`src/rtl/rcause_pkg.sv`:
```
package rcause_pkg;

    localparam int unsigned REG_W = 8;

    localparam int unsigned BIT_PRIO = 7;
    localparam int unsigned BIT_RI   = 4;
    localparam int unsigned BIT_TO   = 3;
    localparam int unsigned BIT_PD   = 2;
    localparam int unsigned BIT_POR  = 1;
    localparam int unsigned BIT_BOR  = 0;

    localparam logic [REG_W-1:0] RESET_VAL = (REG_W'(1) << BIT_RI) | (REG_W'(1) << BIT_TO)
                                           | (REG_W'(1) << BIT_PD);
    localparam logic [REG_W-1:0] WR_MASK   = (REG_W'(1) << BIT_PRIO) | (REG_W'(1) << BIT_RI)
                                           | (REG_W'(1) << BIT_POR) | (REG_W'(1) << BIT_BOR);
    localparam logic [REG_W-1:0] IMPL_MASK = WR_MASK | (REG_W'(1) << BIT_TO) | (REG_W'(1) << BIT_PD);

    typedef struct packed {
        logic por;
        logic bor;
        logic wdt_to;
        logic rst_instr;
        logic sleep;
        logic wdt_clr;
    } rcause_evt_t;

    typedef struct packed {
        logic [REG_W-1:0] set;
        logic [REG_W-1:0] clr;
    } rcause_mask_t;

endpackage

```
`src/rtl/rcause_event_decode.sv`:
```
module rcause_event_decode
    import rcause_pkg::*;
(
    input  rcause_evt_t  evt,
    output rcause_mask_t mask
);

    always_comb begin
        mask = '0;
        if (evt.por) begin
            mask.set = RESET_VAL;
            mask.clr = ~RESET_VAL;
        end else begin
            if (evt.bor)       mask.clr[BIT_BOR] = 1'b1;
            if (evt.rst_instr) mask.clr[BIT_RI]  = 1'b1;
            if (evt.wdt_to) begin
                mask.clr[BIT_TO] = 1'b1;
            end else if (evt.sleep || evt.wdt_clr) begin
                mask.set[BIT_TO] = 1'b1;
            end
            if (evt.sleep) begin
                mask.clr[BIT_PD] = 1'b1;
            end else if (evt.wdt_clr) begin
                mask.set[BIT_PD] = 1'b1;
            end
        end
    end

endmodule

```
`src/rtl/rcause_flag_bit.sv`:
```
module rcause_flag_bit #(
    parameter logic RESET_VAL = 1'b0
) (
    input  logic clk,
    input  logic rst_n,
    input  logic hw_set,
    input  logic hw_clr,
    input  logic force_clr,
    input  logic wr_en,
    input  logic wr_val,
    output logic flag
);

    logic flag_d;
    logic flag_q;

    always_comb begin
        flag_d = flag_q;
        if (wr_en)  flag_d = wr_val;
        if (hw_set) flag_d = 1'b1;
        if (hw_clr) flag_d = 1'b0;
        if (force_clr) flag_d = 1'b0;
    end

    always_ff @(posedge clk or negedge rst_n) begin
        if (!rst_n) flag_q <= RESET_VAL;
        else        flag_q <= flag_d;
    end

    assign flag = flag_q;

endmodule

```
`src/rtl/reset_cause_reg.sv`:
```
module reset_cause_reg
    import rcause_pkg::*;
(
    input  logic             clk,
    input  logic             rst_n,
    input  logic             por_evt,
    input  logic             bor_evt,
    input  logic             wdt_to_evt,
    input  logic             rst_instr_evt,
    input  logic             sleep_evt,
    input  logic             wdt_clr_evt,
    input  logic             reg_en,
    input  logic             wr_en,
    input  logic [REG_W-1:0] wr_data,
    output logic [REG_W-1:0] rd_data
);

    rcause_evt_t      evt;
    rcause_mask_t     mask;
    logic [REG_W-1:0] flags;
    logic [REG_W-1:0] force_vec;
    logic [REG_W-1:0] bor_keep;

    always_comb begin
        evt.por       = por_evt;
        evt.bor       = bor_evt;
        evt.wdt_to    = wdt_to_evt;
        evt.rst_instr = rst_instr_evt;
        evt.sleep     = sleep_evt;
        evt.wdt_clr   = wdt_clr_evt;
        force_vec          = '0;
        force_vec[BIT_BOR] = ~reg_en;
        bor_keep           = '1;
        bor_keep[BIT_BOR]  = reg_en;
    end

    rcause_event_decode i_decode (
        .evt  (evt),
        .mask (mask)
    );

    for (genvar i = 0; i < REG_W; i++) begin : g_bit
        rcause_flag_bit #(
            .RESET_VAL (RESET_VAL[i])
        ) i_flag (
            .clk       (clk),
            .rst_n     (rst_n),
            .hw_set    (mask.set[i] & IMPL_MASK[i]),
            .hw_clr    (mask.clr[i]),
            .force_clr (force_vec[i]),
            .wr_en     (wr_en & WR_MASK[i]),
            .wr_val    (wr_data[i]),
            .flag      (flags[i])
        );
    end

    assign rd_data = flags & IMPL_MASK & bor_keep;

endmodule

```
`config.mk`:
```
export PLATFORM = sky130hd
export DESIGN_NAME = reset_cause_reg
export DESIGN_NICKNAME = d
export VERILOG_FILES = /design/src/rtl/rcause_pkg.sv /design/src/rtl/rcause_event_decode.sv /design/src/rtl/rcause_flag_bit.sv /design/src/rtl/reset_cause_reg.sv
export SDC_FILE = /design/constraint.sdc
export NUM_CORES = 1
export LEC_CHECK = 0
export BUFFER_PORTS_ARGS = -buffer_cell sky130_fd_sc_hd__buf_2
export CORE_AREA = 2 2 39 41
export DETAILED_ROUTE_END_ITERATION = 7
export DIE_AREA = 0 0 41 43
export GPL_TIMING_DRIVEN = 0
export PLACE_DENSITY = 0.71
export SYNTH_ARGS = -nofsm -noshare
export SYNTH_HDL_FRONTEND = slang
export SYNTH_HIERARCHICAL = 1
export SYNTH_SLANG_ARGS = --single-unit
```
`constraint.sdc`:
```
create_clock -name clk -period 1 [get_ports clk]
set_input_delay 0.2 -clock clk [delete_from_list [all_inputs] [get_ports clk]]
set_output_delay 0.2 -clock clk [all_outputs]
set_load 0.02 [all_outputs]
```
---- After elaboration in Yosys (flattened, before gate mapping) ----
Index checks and enable logic that the tools add are counted.
operators by class
  order comparisons ....................... 0
  $mul .................................... 0
  shifts and indexed selects .............. 0
  bitwise gates (word level) .............. 1
  equality and inequality tests ........... 1
  reductions and logical operators ........ 6
  mux-type cells .......................... 31
  divide/modulo/power cells ............... 0
  add/subtract/negate cells ............... 0
operator list
  cell                                                              count
  1-bit 2-to-1 mux                                                  28
  3-bit nonzero test                                                3
  8-bit bitwise AND                                                 1
  3-bit 2-to-1 mux                                                  2
  4-bit by 1-bit != test with 1-bit output (second input constant)  1
  2-bit nonzero test                                                2
  2-bit 2-to-1 mux                                                  1
  1-bit logical OR                                                  1
storage, ports and cells
  RAM bits ................................ 0
  memories ................................ 0
  flip-flop bits (word level) ............. 6
  bits in read-only memories .............. 0
  bits in latches ......................... 0

---- Longest topological paths before layout ----
  word-level depth ........................ 6
  mapped depth ............................ 4
  depth with buffers taken out ............ 4

---- By module ----
The synthesis kept the hierarchy.
modules (own cells, without submodules)
  module                                  cells an instance  instances  area an instance (sq um)  seq. area each (sq um)
  rcause_flag_bit at g_bit[2].i_flag ...  4                  3          52.6                      26.3
  rcause_flag_bit at g_bit[0].i_flag ...  4                  3          51.3                      25.0
  rcause_event_decode                     19                 1          123.9                     0.0
  reset_cause_reg                         10                 1          66.3                      0.0

---- Worst setup path before layout ----
Ideal clock, no wire load.
  kind .................................... register -> register
  from .................................... register, netlist name g_bit[2].i_flag/flag
  to ...................................... register g_bit[2].i_flag.flag_q
  path buffers ............................ 0
  library setup time ...................... 0.081 ns
  data arrival time ....................... 0.768 ns
  required time ........................... 0.919 ns
  stages on the path, launching flop included .. 3
  setup slack ............................. 0.151 ns
  cell sequence ........................... dfstp_2 > mux2i_1 > a211oi_2
RTL lines
  element               RTL line               source
  end signal, assigned  rcause_flag_bit.sv:27  else flag_q <= flag_d;
  end, declared         rcause_flag_bit.sv:15  logic flag_q;

---- Final worst setup path ----
  from .................................... register g_bit[4].i_flag.flag_q
  to ...................................... output rd_data[4]
between the ends
  longest elaborated chain between the ends .. 1
ends and longest elaborated chain
  element                 RTL line               source
  start, declared         rcause_flag_bit.sv:15
  start signal, assigned  rcause_flag_bit.sv:27
  8-bit bitwise AND       reset_cause_reg.sv:57  assign rd_data = flags & IMPL_MASK & bor_keep;
  end, declared           reset_cause_reg.sv:15  output logic [REG_W-1:0] rd_data
No other way between the ends.

==> flow_metrics.tcl <==
set metrics [dict create \
    die_w_um 41 \
    std_cell_rows 14 \
    dp_slack_ns 0.04348 \
    drt_iter0_markers 1 \
    synthesis.yosys.warnings 6 \
    global_route_wire_length_before_repair_mm 1.110 \
    timing_hold_violations_final 0 \
    number_of_remaining_drc_errors 0 \
    pin_count 26 \
    setup_viol 4 \
    status "finished, violations left" \
    timing.final.max_slew_violations 0 \
    dieArea_um2 1763 \
    initial_utilization_pct 34.09 \
    synthCells 49 \
    clkSinkCount 6 \
    post_synth_instance_area_um2 471.7 \
    power_density_nw_per_um2 1044 \
    clock_latency_on_the_worst_skew_pair_ns 0.24 \
    worstSetupStartpointType "flip-flop" \
    die-height_um 43 \
    fin_crit_ns 1.103 \
    final_net_count 100 \
    diodes 0 \
    clkSlewWorstSetupHoldPaths_ns 0.05 \
    drtAntennaViolNets 0 \
    cts_tree "done" \
    worst_setup_path_end_kind "output pin" \
    portBuffers 21 \
    ir_worst_vdd_mv 0.5398 \
    design.core.area_um2 1384 \
    post_route_cells_drive_above_1_share_pct 53.09 \
    grt_usage_pct 10.09 \
    start_point_of_the_critical_path "g_bit[4].i_flag/flag" \
    drtPass1Iterations 2 \
    wire_per_inst_um 8.052 \
    cts.htree.levels 1 \
    worst_flop_to_flop_path_startpoint "g_bit[4].i_flag/flag" \
    cpMaxStageDelayCell "sky130_fd_sc_hd__dfstp_2" \
    timing.critical_path.buf_inv 1 \
    avgSynthCellArea_um2 9.627 \
    syn_to_final_growth_pct 44.30 \
    vias 367 \
    nFillCells 140 \
    worst_hold_launch "bor_evt" \
    routabilityCongestion 0.6624 \
    holdWs_ns 0.2001 \
    critical_path_class "reg -> out" \
    maximum_number_of_pins_on_one_net_before_global_route_repair 10 \
    non_filler_instance_count_after_layout 97 \
    cap_viol_max_count 0 \
    cts_buffer_depth 2 \
    cp_cell_sequence "buf_6" \
    report.power.total_mw 0.7108 \
    fin_ws_ns -0.1033 \
    drt-vias-per-instance 3.784 \
    root_buf_cell "sky130_fd_sc_hd__clkbuf_4" \
    grt_antenna_before_repair 0 \
    totalWireLength_um 781 \
    max_freq_ghz 0.9063 \
    detailedPlacementHpwl_um 644.6 \
    p_leak_nw 0.3720 \
    skew_ns 0 \
    dp.cells 96 \
    grt_setup_unrepaired "yes" \
    cp_data_required_time_ns 0.80 \
    timing.critical_path.max_delay_family "flip-flops" \
    path_max_fanout 2 \
    cts_inserted_buffers 3 \
    largest_reg_flops 6 \
    min_period_over_period_pct 110.3 \
    worst_path_largest_cell_delay_ns 0.54 \
    grt-ovfl-total 0 \
    failing_checks "setup timing" \
    number_of_global_route_vias_before_repair 303 \
    hp-class "in -> reg" \
    critPathArrivalTime_ns 0.90 \
]
==> routing by layer <==
| layer | routed length (um) | global-route usage, % |
|---|---|---|
| met2 | 450 | 15.00 |
| met3 | 32 | 3.141 |
| met1 | 297 | 10.13 |
| met4 | 0 | 10.00 |
| met5 | 0 | 0 |
==> where the power goes <==
| group | internal [mW] | switching (mW) |
|---|---|---|
| Sequential | 0.265 | 0.00986 |
| Clock | 0.151 | 0.0909 |
| Combinational | 0.105 | 0.0885 |
==> through the flow <==
| stage | instance area [um^2] | utilization [%] | TNS [ns] |
|---|---|---|---|
| 2_1_floorplan | 509.2 | - | 0 |
| 4_1_cts | 673.1 | 48.64 | -0.3866 |
| 6_report | 680.7 | 49.19 | -0.3244 |
| 5_1_grt | 680.7 | 49.19 | -0.4629 |
| 3_5_place_dp | 634.4 | 45.84 | 0 |
| 3_3_place_gp | 634.4 | 45.84 | 0 |
==> final cells by class <==
cell class | instances | area, um^2 | area share [%]
clock buffer | 4 | 26.28 | 3.860
multi-input combinational | 32 | 230.2 | 33.82
inverter | 8 | 30.03 | 4.412
timing repair buffer | 23 | 160.2 | 23.53
tap | 16 | 20.02 | 2.941
buffer | 8 | 60.06 | 8.824
sequential | 6 | 153.9 | 22.61
==> repair_timing <==
item,in CTS,in global routing
hold buffers,1,0
setup endpoints to repair,6,5
pin swaps,1,0
buffers inserted,0,1
hold endpoints to repair,6,0
gates resized for setup,13,0
==> layout by cell type, fill, tap and decap left out <==
| cell type | instances |
|---|---|
| sky130_fd_sc_hd__a211oi_2 | 6 |
| sky130_fd_sc_hd__a21o_1 | 1 |
| sky130_fd_sc_hd__and2_4 | 1 |
| sky130_fd_sc_hd__buf_2 | 15 |
| sky130_fd_sc_hd__buf_4 | 9 |
| sky130_fd_sc_hd__buf_6 | 6 |
| sky130_fd_sc_hd__clkbuf_1 | 1 |
| sky130_fd_sc_hd__clkbuf_4 | 3 |
| sky130_fd_sc_hd__conb_1 | 12 |
| sky130_fd_sc_hd__dfrtp_1 | 3 |
| sky130_fd_sc_hd__dfstp_2 | 3 |
| sky130_fd_sc_hd__dlygate4sd3_1 | 1 |
| sky130_fd_sc_hd__inv_1 | 8 |
| sky130_fd_sc_hd__mux2i_1 | 6 |
| sky130_fd_sc_hd__nor2_1 | 2 |
| sky130_fd_sc_hd__nor2b_1 | 2 |
| sky130_fd_sc_hd__o21bai_1 | 1 |
| sky130_fd_sc_hd__or2_1 | 1 |
==> worst register-to-register path: stages, from the launching register on <==
cell,delay [ns]
sky130_fd_sc_hd__dfstp_2,0.54
sky130_fd_sc_hd__mux2i_1,0.08
sky130_fd_sc_hd__a211oi_2,0.21
==> worst paths after layout <==
| check | to | slack (ns) | cells after the start |
|---|---|---|---|
| min in group asynchronous | g_bit[1].i_flag/flag | 0.31 | 2 |
| max in group asynchronous | g_bit[2].i_flag/flag | 0.45 | 2 |
| worst min register to register | g_bit[2].i_flag/flag | 0.60 | 2 |
| worst min-delay path | g_bit[0].i_flag/flag | 0.20 | 3 |
| worst max register to register | g_bit[4].i_flag/flag | 0.09 | 2 |
| worst max-delay path | rd_data[4] | -0.10 | 1 |
Note: power is estimated with default switching activity, not from simulation.
